--- src/rtl/bshift_pkg.sv ---
package bshift_pkg;

    typedef enum logic [2:0] {
        OP_SLL = 3'b000,
        OP_SRL = 3'b001,
        OP_SRA = 3'b010,
        OP_ROL = 3'b011,
        OP_ROR = 3'b100
    } shift_op_e;

    typedef enum logic [1:0] {
        FILL_ZERO = 2'd0,
        FILL_SIGN = 2'd1,
        FILL_WRAP = 2'd2
    } fill_src_e;

endpackage

--- src/rtl/bshift_ctrl.sv ---
module bshift_ctrl
    import bshift_pkg::*;
#(
    parameter int AMT_W = 3
) (
    input  logic [2:0]       mode_i,
    input  logic [AMT_W-1:0] amount_i,
    output logic             mirror_o,
    output fill_src_e        fill_o,
    output logic [AMT_W-1:0] amount_o
);

    always_comb begin
        mirror_o = 1'b0;
        fill_o   = FILL_ZERO;
        amount_o = amount_i;
        unique case (mode_i)
            OP_SLL: mirror_o = 1'b1;
            OP_SRL: fill_o   = FILL_ZERO;
            OP_SRA: fill_o   = FILL_SIGN;
            OP_ROL: begin
                mirror_o = 1'b1;
                fill_o   = FILL_WRAP;
            end
            OP_ROR: fill_o   = FILL_WRAP;
            default: amount_o = '0;
        endcase
    end

    // unused codes must not move the word
    always_comb begin
        if (mode_i > 3'b100) begin
            p_unused_code_still_r6: assert (amount_o == '0)
                else $error("unused code produced a nonzero distance");
        end
    end

endmodule

--- src/rtl/bshift_mirror.sv ---
module bshift_mirror #(
    parameter int WIDTH = 8
) (
    input  logic [WIDTH-1:0] word_i,
    output logic [WIDTH-1:0] word_o
);

    for (genvar i = 0; i < WIDTH; i++) begin : g_bit
        assign word_o[i] = word_i[WIDTH-1-i];
    end

endmodule

--- src/rtl/bshift_stage.sv ---
module bshift_stage
    import bshift_pkg::*;
#(
    parameter int WIDTH = 8,
    parameter int DIST  = 1
) (
    input  logic [WIDTH-1:0] word_i,
    input  logic             en_i,
    input  fill_src_e        fill_i,
    input  logic             sign_i,
    output logic [WIDTH-1:0] word_o
);

    for (genvar i = 0; i < WIDTH; i++) begin : g_bit
        if (i + DIST < WIDTH) begin : g_inner
            assign word_o[i] = en_i ? word_i[i+DIST] : word_i[i];
        end else begin : g_edge
            logic fill_bit;
            assign fill_bit = (fill_i == FILL_WRAP) ? word_i[i+DIST-WIDTH] :
                              (fill_i == FILL_SIGN) ? sign_i : 1'b0;
            assign word_o[i] = en_i ? fill_bit : word_i[i];
        end
    end

    // a level whose distance bit is clear passes its word through
    always_comb begin
        if (!en_i) begin
            p_level_hold_r7: assert (word_o == word_i)
                else $error("idle level altered the word");
        end
    end

endmodule

--- src/rtl/bshift_core.sv ---
module bshift_core
    import bshift_pkg::*;
#(
    parameter int WIDTH = 8
) (
    input  logic [WIDTH-1:0]         data_i,
    input  logic [$clog2(WIDTH)-1:0] amount_i,
    input  logic [2:0]               mode_i,
    output logic [WIDTH-1:0]         result_o
);

    localparam int AMT_W  = $clog2(WIDTH);
    localparam int LEVELS = AMT_W;

    logic             mirror;
    fill_src_e        fill_src;
    logic [AMT_W-1:0] amt_eff;
    logic [WIDTH-1:0] data_flip;
    logic [WIDTH-1:0] chain_in;
    logic [WIDTH-1:0] res_flip;
    logic [WIDTH-1:0] chain [LEVELS+1];

    bshift_ctrl #(.AMT_W(AMT_W)) u_ctrl (
        .mode_i   (mode_i),
        .amount_i (amount_i),
        .mirror_o (mirror),
        .fill_o   (fill_src),
        .amount_o (amt_eff)
    );

    bshift_mirror #(.WIDTH(WIDTH)) u_mirror_in (
        .word_i (data_i),
        .word_o (data_flip)
    );

    assign chain_in = mirror ? data_flip : data_i;
    assign chain[0] = chain_in;

    for (genvar k = 0; k < LEVELS; k++) begin : g_level
        bshift_stage #(.WIDTH(WIDTH), .DIST(1 << k)) u_stage (
            .word_i (chain[k]),
            .en_i   (amt_eff[k]),
            .fill_i (fill_src),
            .sign_i (data_i[WIDTH-1]),
            .word_o (chain[k+1])
        );
    end

    bshift_mirror #(.WIDTH(WIDTH)) u_mirror_out (
        .word_i (chain[LEVELS]),
        .word_o (res_flip)
    );

    assign result_o = mirror ? res_flip : chain[LEVELS];

    always_comb begin
        if (amount_i == '0) begin
            p_zero_dist_r7: assert (result_o == data_i)
                else $error("zero distance changed the word");
        end
        if (mode_i > 3'b100) begin
            p_unused_pass_r6: assert (result_o == data_i)
                else $error("unused code changed the word");
        end
        if (mode_i == 3'b011 || mode_i == 3'b100) begin
            p_rot_popcount_r8: assert ($countones(result_o) == $countones(data_i))
                else $error("rotation changed the set-bit count");
        end
        for (int j = 0; j < WIDTH; j++) begin
            if (mode_i == 3'b000 && j < int'(amount_i)) begin
                p_sll_zero_fill_r1: assert (result_o[j] == 1'b0)
                    else $error("left shift left a low bit set");
            end
            if (mode_i == 3'b001 && j >= WIDTH - int'(amount_i)) begin
                p_srl_zero_fill_r2: assert (result_o[j] == 1'b0)
                    else $error("logical right left a high bit set");
            end
            if (mode_i == 3'b010 && j >= WIDTH - int'(amount_i)) begin
                p_sra_sign_fill_r3: assert (result_o[j] == data_i[WIDTH-1])
                    else $error("arithmetic right filled a non-sign bit");
            end
        end
    end

endmodule

--- config.mk ---
export PLATFORM = sky130hd
export DESIGN_NAME = bshift_core
export DESIGN_NICKNAME = d
export VERILOG_FILES = /design/src/rtl/bshift_pkg.sv /design/src/rtl/bshift_ctrl.sv /design/src/rtl/bshift_mirror.sv /design/src/rtl/bshift_stage.sv /design/src/rtl/bshift_core.sv
export SDC_FILE = /design/constraint.sdc
export NUM_CORES = 1
export LEC_CHECK = 0
export BUFFER_PORTS_ARGS = -buffer_cell sky130_fd_sc_hd__buf_2
export CORE_AREA = 4 4 52 54
export DETAILED_ROUTE_END_ITERATION = 6
export DIE_AREA = 0 0 56 58
export PLACE_DENSITY = 0.77
export SLEW_MARGIN = 15
export SYNTH_ARGS = -nofsm -noshare
export SYNTH_HDL_FRONTEND = slang
export SYNTH_SLANG_ARGS = --single-unit
export TNS_END_PERCENT = 5
--- constraint.sdc ---
create_clock -name vclk -period 2.1
set_input_delay 0.42 -clock vclk [all_inputs]
set_output_delay 0.42 -clock vclk [all_outputs]
set_load 0.05 [all_outputs]
==> flow_summary.yaml, run 1 <==
status:
  status: "did not finish"
  failed_stage: "global routing"
  error_line: "[ERROR DPL-0038] Utilization greater than 100%, impossible to legalize"
sta:
  worstEpCategory: "top-level output"
  crit_endpoint: "result_o[7]"
place:
  post_dp_cell_area_um2: 1773
  pre_cts_ws_ns: -0.7468
  io_buffers: 22
  gp_congestion: 1.006
  hpwl_um: 3610
logic_synthesis:
  netlist_instances: 151
  ys_top_cells_by_area: "mux2i_1, a221oi_2, nor2b_1"
  ys_warn_count: 0
  yosysTopAreaCellShare: 0.1045
  netlist_area_um2: 1150
  synth.distinct_cells: 63
  yosysTopAreaCell: "mux2i_1"
  avgSynthCellArea_um2: 7.615
  ys_seq_area_frac: 0
  synth_commonest_cells: "mux2i_1, nand2_1, nand3_1, nor2b_1"
  synth_fp_nets: 165
  synth.most_common_cell: "mux2i_1"
die:
  fp.dieW_um: 56
  io_pins: 22
  chipHeight_um: 58
  row_count: 17
  floorplan.initialDensity: 0.5198
clock_network:
  cts_hold_buf: 0
grt:
  grt_max_degree: 14
## logic make-up after synthesis
kind of cell	Yosys count	synth area share
muxes	13	0.1143
AOI/OAI and AO/OA	64	0.4723
buffers and inverters	18	0.08051
and+or+nand+nor	53	0.2655
xor gates and xnor gates	3	0.06747
## stage by stage
step	utilization	setup TNS (ns)	cells
CTS	0.9593	-4.063	250
global placement	0.8015	-5.402	240
floorplan	-	-2.959	151
detailed placement	0.8015	-5.816	240
## what timing repair did
| item | 4_1_cts |
|---|---|
| setup endpoints to repair | 8 |
| cloned | 2 |
| pin swaps | 21 |
| buffers inserted | 8 |
| gates resized for setup | 59 |
==> run 2: changes to the inputs <==
--- a/config.mk
+++ b/config.mk
@@ -6,10 +6,10 @@
 export NUM_CORES = 1
 export LEC_CHECK = 0
 export BUFFER_PORTS_ARGS = -buffer_cell sky130_fd_sc_hd__buf_2
-export CORE_AREA = 4 4 52 54
+export CORE_AREA = 4 4 65 67
 export DETAILED_ROUTE_END_ITERATION = 6
-export DIE_AREA = 0 0 56 58
-export PLACE_DENSITY = 0.77
+export DIE_AREA = 0 0 69 71
+export PLACE_DENSITY_LB_ADDON = 0.15
 export SLEW_MARGIN = 15
 export SYNTH_ARGS = -nofsm -noshare
 export SYNTH_HDL_FRONTEND = slang
==> constraint.sdc (replaced) <==
create_clock -name vclk -period 2.7
set_input_delay 0.54 -clock vclk [all_inputs]
set_output_delay 0.54 -clock vclk [all_outputs]
set_load 0.05 [all_outputs]
==> run 2 against run 1 <==
  * The flow now finishes, with violations (setup timing)
  * Synthesized area is the same
  * Synthesized cell count is the same
==> flow_summary.yaml, run 2 <==
status:
  status: "finished with violations"
  violations: "setup timing"
route:
  initialDrtViolationCount: 145
  drc: 0
  first_pass_iters: 4
  totalWireLength_um: 4700
  wl_per_cell_um: 16.85
  drt.antenna.violating_nets: 0
  route.vias.total: 1590
  routed_via_density: 5.699
place:
  hpwl_um: 3601
  pre_cts_ws_ns: -0.4559
  io_buffers: 22
  place_inst: 275
  gp_congestion: 0.9044
sta:
  rsz0062_at_grt: "true"
  fmax_ghz: 0.3416
  final.setup.worst_slack_ns: -0.2278
  relSlewSlack: 0.7105
  tightest_slew_ns: 0.4297
  fin_crit_sh: 1.084
  hold_violations: 0
  maxSlewViolCount: 0
  setup_viol: 8
  fin_crit_ns: 2.928
logic_synthesis:
  synth_commonest_cells: "mux2i_1, nand2_1, nand3_1, nor2b_1"
  yosysTopAreaCell: "mux2i_1"
  synth-simple-area-share: 0.2655
  synth.most_common_cell: "mux2i_1"
  yosysTopAreaCellShare: 0.1045
  ys_seq_area_frac: 0
  synth-xor-area-share: 0.06746
  synth-compound-area-share: 0.4723
  muxShareOfSynthArea: 0.1143
  netlist_area_um2: 1150
  synth_fp_nets: 165
  ys_top_cells_by_area: "mux2i_1, a221oi_2, nor2b_1"
  synth_fa_ha_area_frac: 0
  avgSynthCellArea_um2: 7.615
  synth_top_family_by_area: "compound AO/OA/AOI/OAI gates"
  synth.distinct_cells: 63
  ys_warn_count: 0
  netlist_instances: 151
worst_setup_path:
  cp_slowest_stage_delay_ns: 0.33
  crit_buf_inv: 5
  crit_chain: "buf_8 > bufbuf_16 > or2_2 > o22ai_2 > o211ai_1 > o31ai_2 > buf_4 > o32ai_1 > buf_4 > mux2i_4 > buf_6"
  startpoint_type: "input port"
  slowest_stage: "or2_2"
  cp_data_arrival_time_ns: 2.39
  crit_family: "buffers and inverters"
  critPathCaptureType: "output pin"
  crit_type: "in -> out"
  worst-path-max-fanout: 4
  critical_path_depth: 11
  worstPathRequired_ns: 2.16
  cpMostUsedCell: "buf_4"
pwr:
  p_sw_frac: 0.5284
  pwr-share-comb: 1.000
  peakVddDrop_uv: 213.1
  p_switching_uw: 321.7
  p_clk_frac: 0
  p_per_area_nw_per_um2: 278.8
  power.internal_uw: 287.1
  total_power_uw: 608.8
  seqPwrFrac: 0
  p_leak_uw: 0.0009410
grt:
  track_usage: 0.1811
  grt_pass1_wl_um: 7493
  antenna_found_initial: 0
  grt_max_degree: 15
  grt-ovfl-total: 0
  grt_pass1_vias: 1601
worst_hold_path:
  hold_path_class: "in -> out"
  holdPathStages: 6
  min_to: "result_o[5]"
  min_from: "amount_i[2]"
layout:
  antenna_cells: 0
  fillers: 325
  nFlopsAndLatches: 0
  seq_area_um2: 0
  drive_gt1_frac: 0.6190
  num-nets-final: 247
  clock_buffers: 0
  mostFrequentLayoutCell: "buf_4"
  fin_cells: 279
  area_growth_pct: 89.88
  layout_common_cells: "buf_4, buf_6, nand2_1"
job:
  cap_violations: 0
die:
  floorplan.initialDensity: 0.3165
  fp.dieW_um: 69
  chipHeight_um: 71
  core-area_um2: 3633
  io_pins: 22
  row_count: 22
  die_area_um2: 4899
clock_network:
  cts_hold_buf: 0
[run 2: logic make-up after synthesis]
kind of cell / Yosys count
buf+inv: 18
compound gates: 64
xor+xnor: 3
simple gates: 53
mux: 13
[run 2: how the worst max path moves through the flow]
stage	start	endpoint	slack [ns]
floorplan	mode_i[0]	result_o[0]	-0.17
finish	mode_i[0]	result_o[4]	-0.23
detailed placement	mode_i[1]	result_o[1]	-0.46
CTS	mode_i[0]	result_o[5]	-0.23
global placement	mode_i[1]	result_o[5]	-0.39
global route	mode_i[0]	result_o[5]	-0.31
[run 2: through the flow]
stage / setup TNS [ns] / area, um2 / utilization / hold WS (ns)
5_1_grt: -2.204 / 2183 / 0.6009 / 1.908
3_3_place_gp: -2.846 / 1853 / 0.5100 / 1.871
4_1_cts: -1.613 / 2024 / 0.5572 / 1.811
2_1_floorplan: -0.8464 / 1220 / - / 1.629
3_5_place_dp: -3.131 / 1853 / 0.5100 / 1.889
6_report: -1.628 / 2183 / 0.6009 / 1.822
[run 2: layout make-up]
type / instances / area [um2] / area share
multi-input combinational: 133 / 1280 / 0.5862
timing repair buffer: 92 / 817.0 / 0.3742
tap: 48 / 60.06 / 0.02751
inverter: 6 / 26.28 / 0.01203
[run 2: timing repair]
action / 4_1_cts / 5_1_grt
endpoints found under the setup margin: 8 / 8
cloned: 1 / 1
buffers inserted: 1 / 1
pin swaps: 10 / 16
resized for setup: 33 / 33
[run 2: tightest hold or removal path, delay by kind of cell]
kind / cells / cell delay, ns
AND/OR/NAND/NOR: 1 / 0.11
AO/OA/AOI/OAI: 3 / 0.35
buffers and inverters: 2 / 0.28
[run 2: power groups by stage]
| stage | Clock [uW] | Combinational (uW) | Sequential [uW] |
|---|---|---|---|
| after floorplan | 0 | 323 | 0 |
| after global placement | 0 | 500 | 0 |
| after detailed placement | 0 | 507 | 0 |
| after CTS | 0 | 566 | 0 |
| after global routing | 0 | 645 | 0 |
| final | 0 | 609 | 0 |
[run 2: metal layers]
layer  wire length [um]  GRT usage  vias up  share of wire
li1                   -          -      772              -
met1               2106     0.2416      764           0.45
met2               2302     0.3157       46           0.49
met3                199   0.008523        8          0.042
met4                 91    0.05206        0          0.019
met5                  0          0        -              0
No activity file was read; power rests on OpenSTA's default activity.
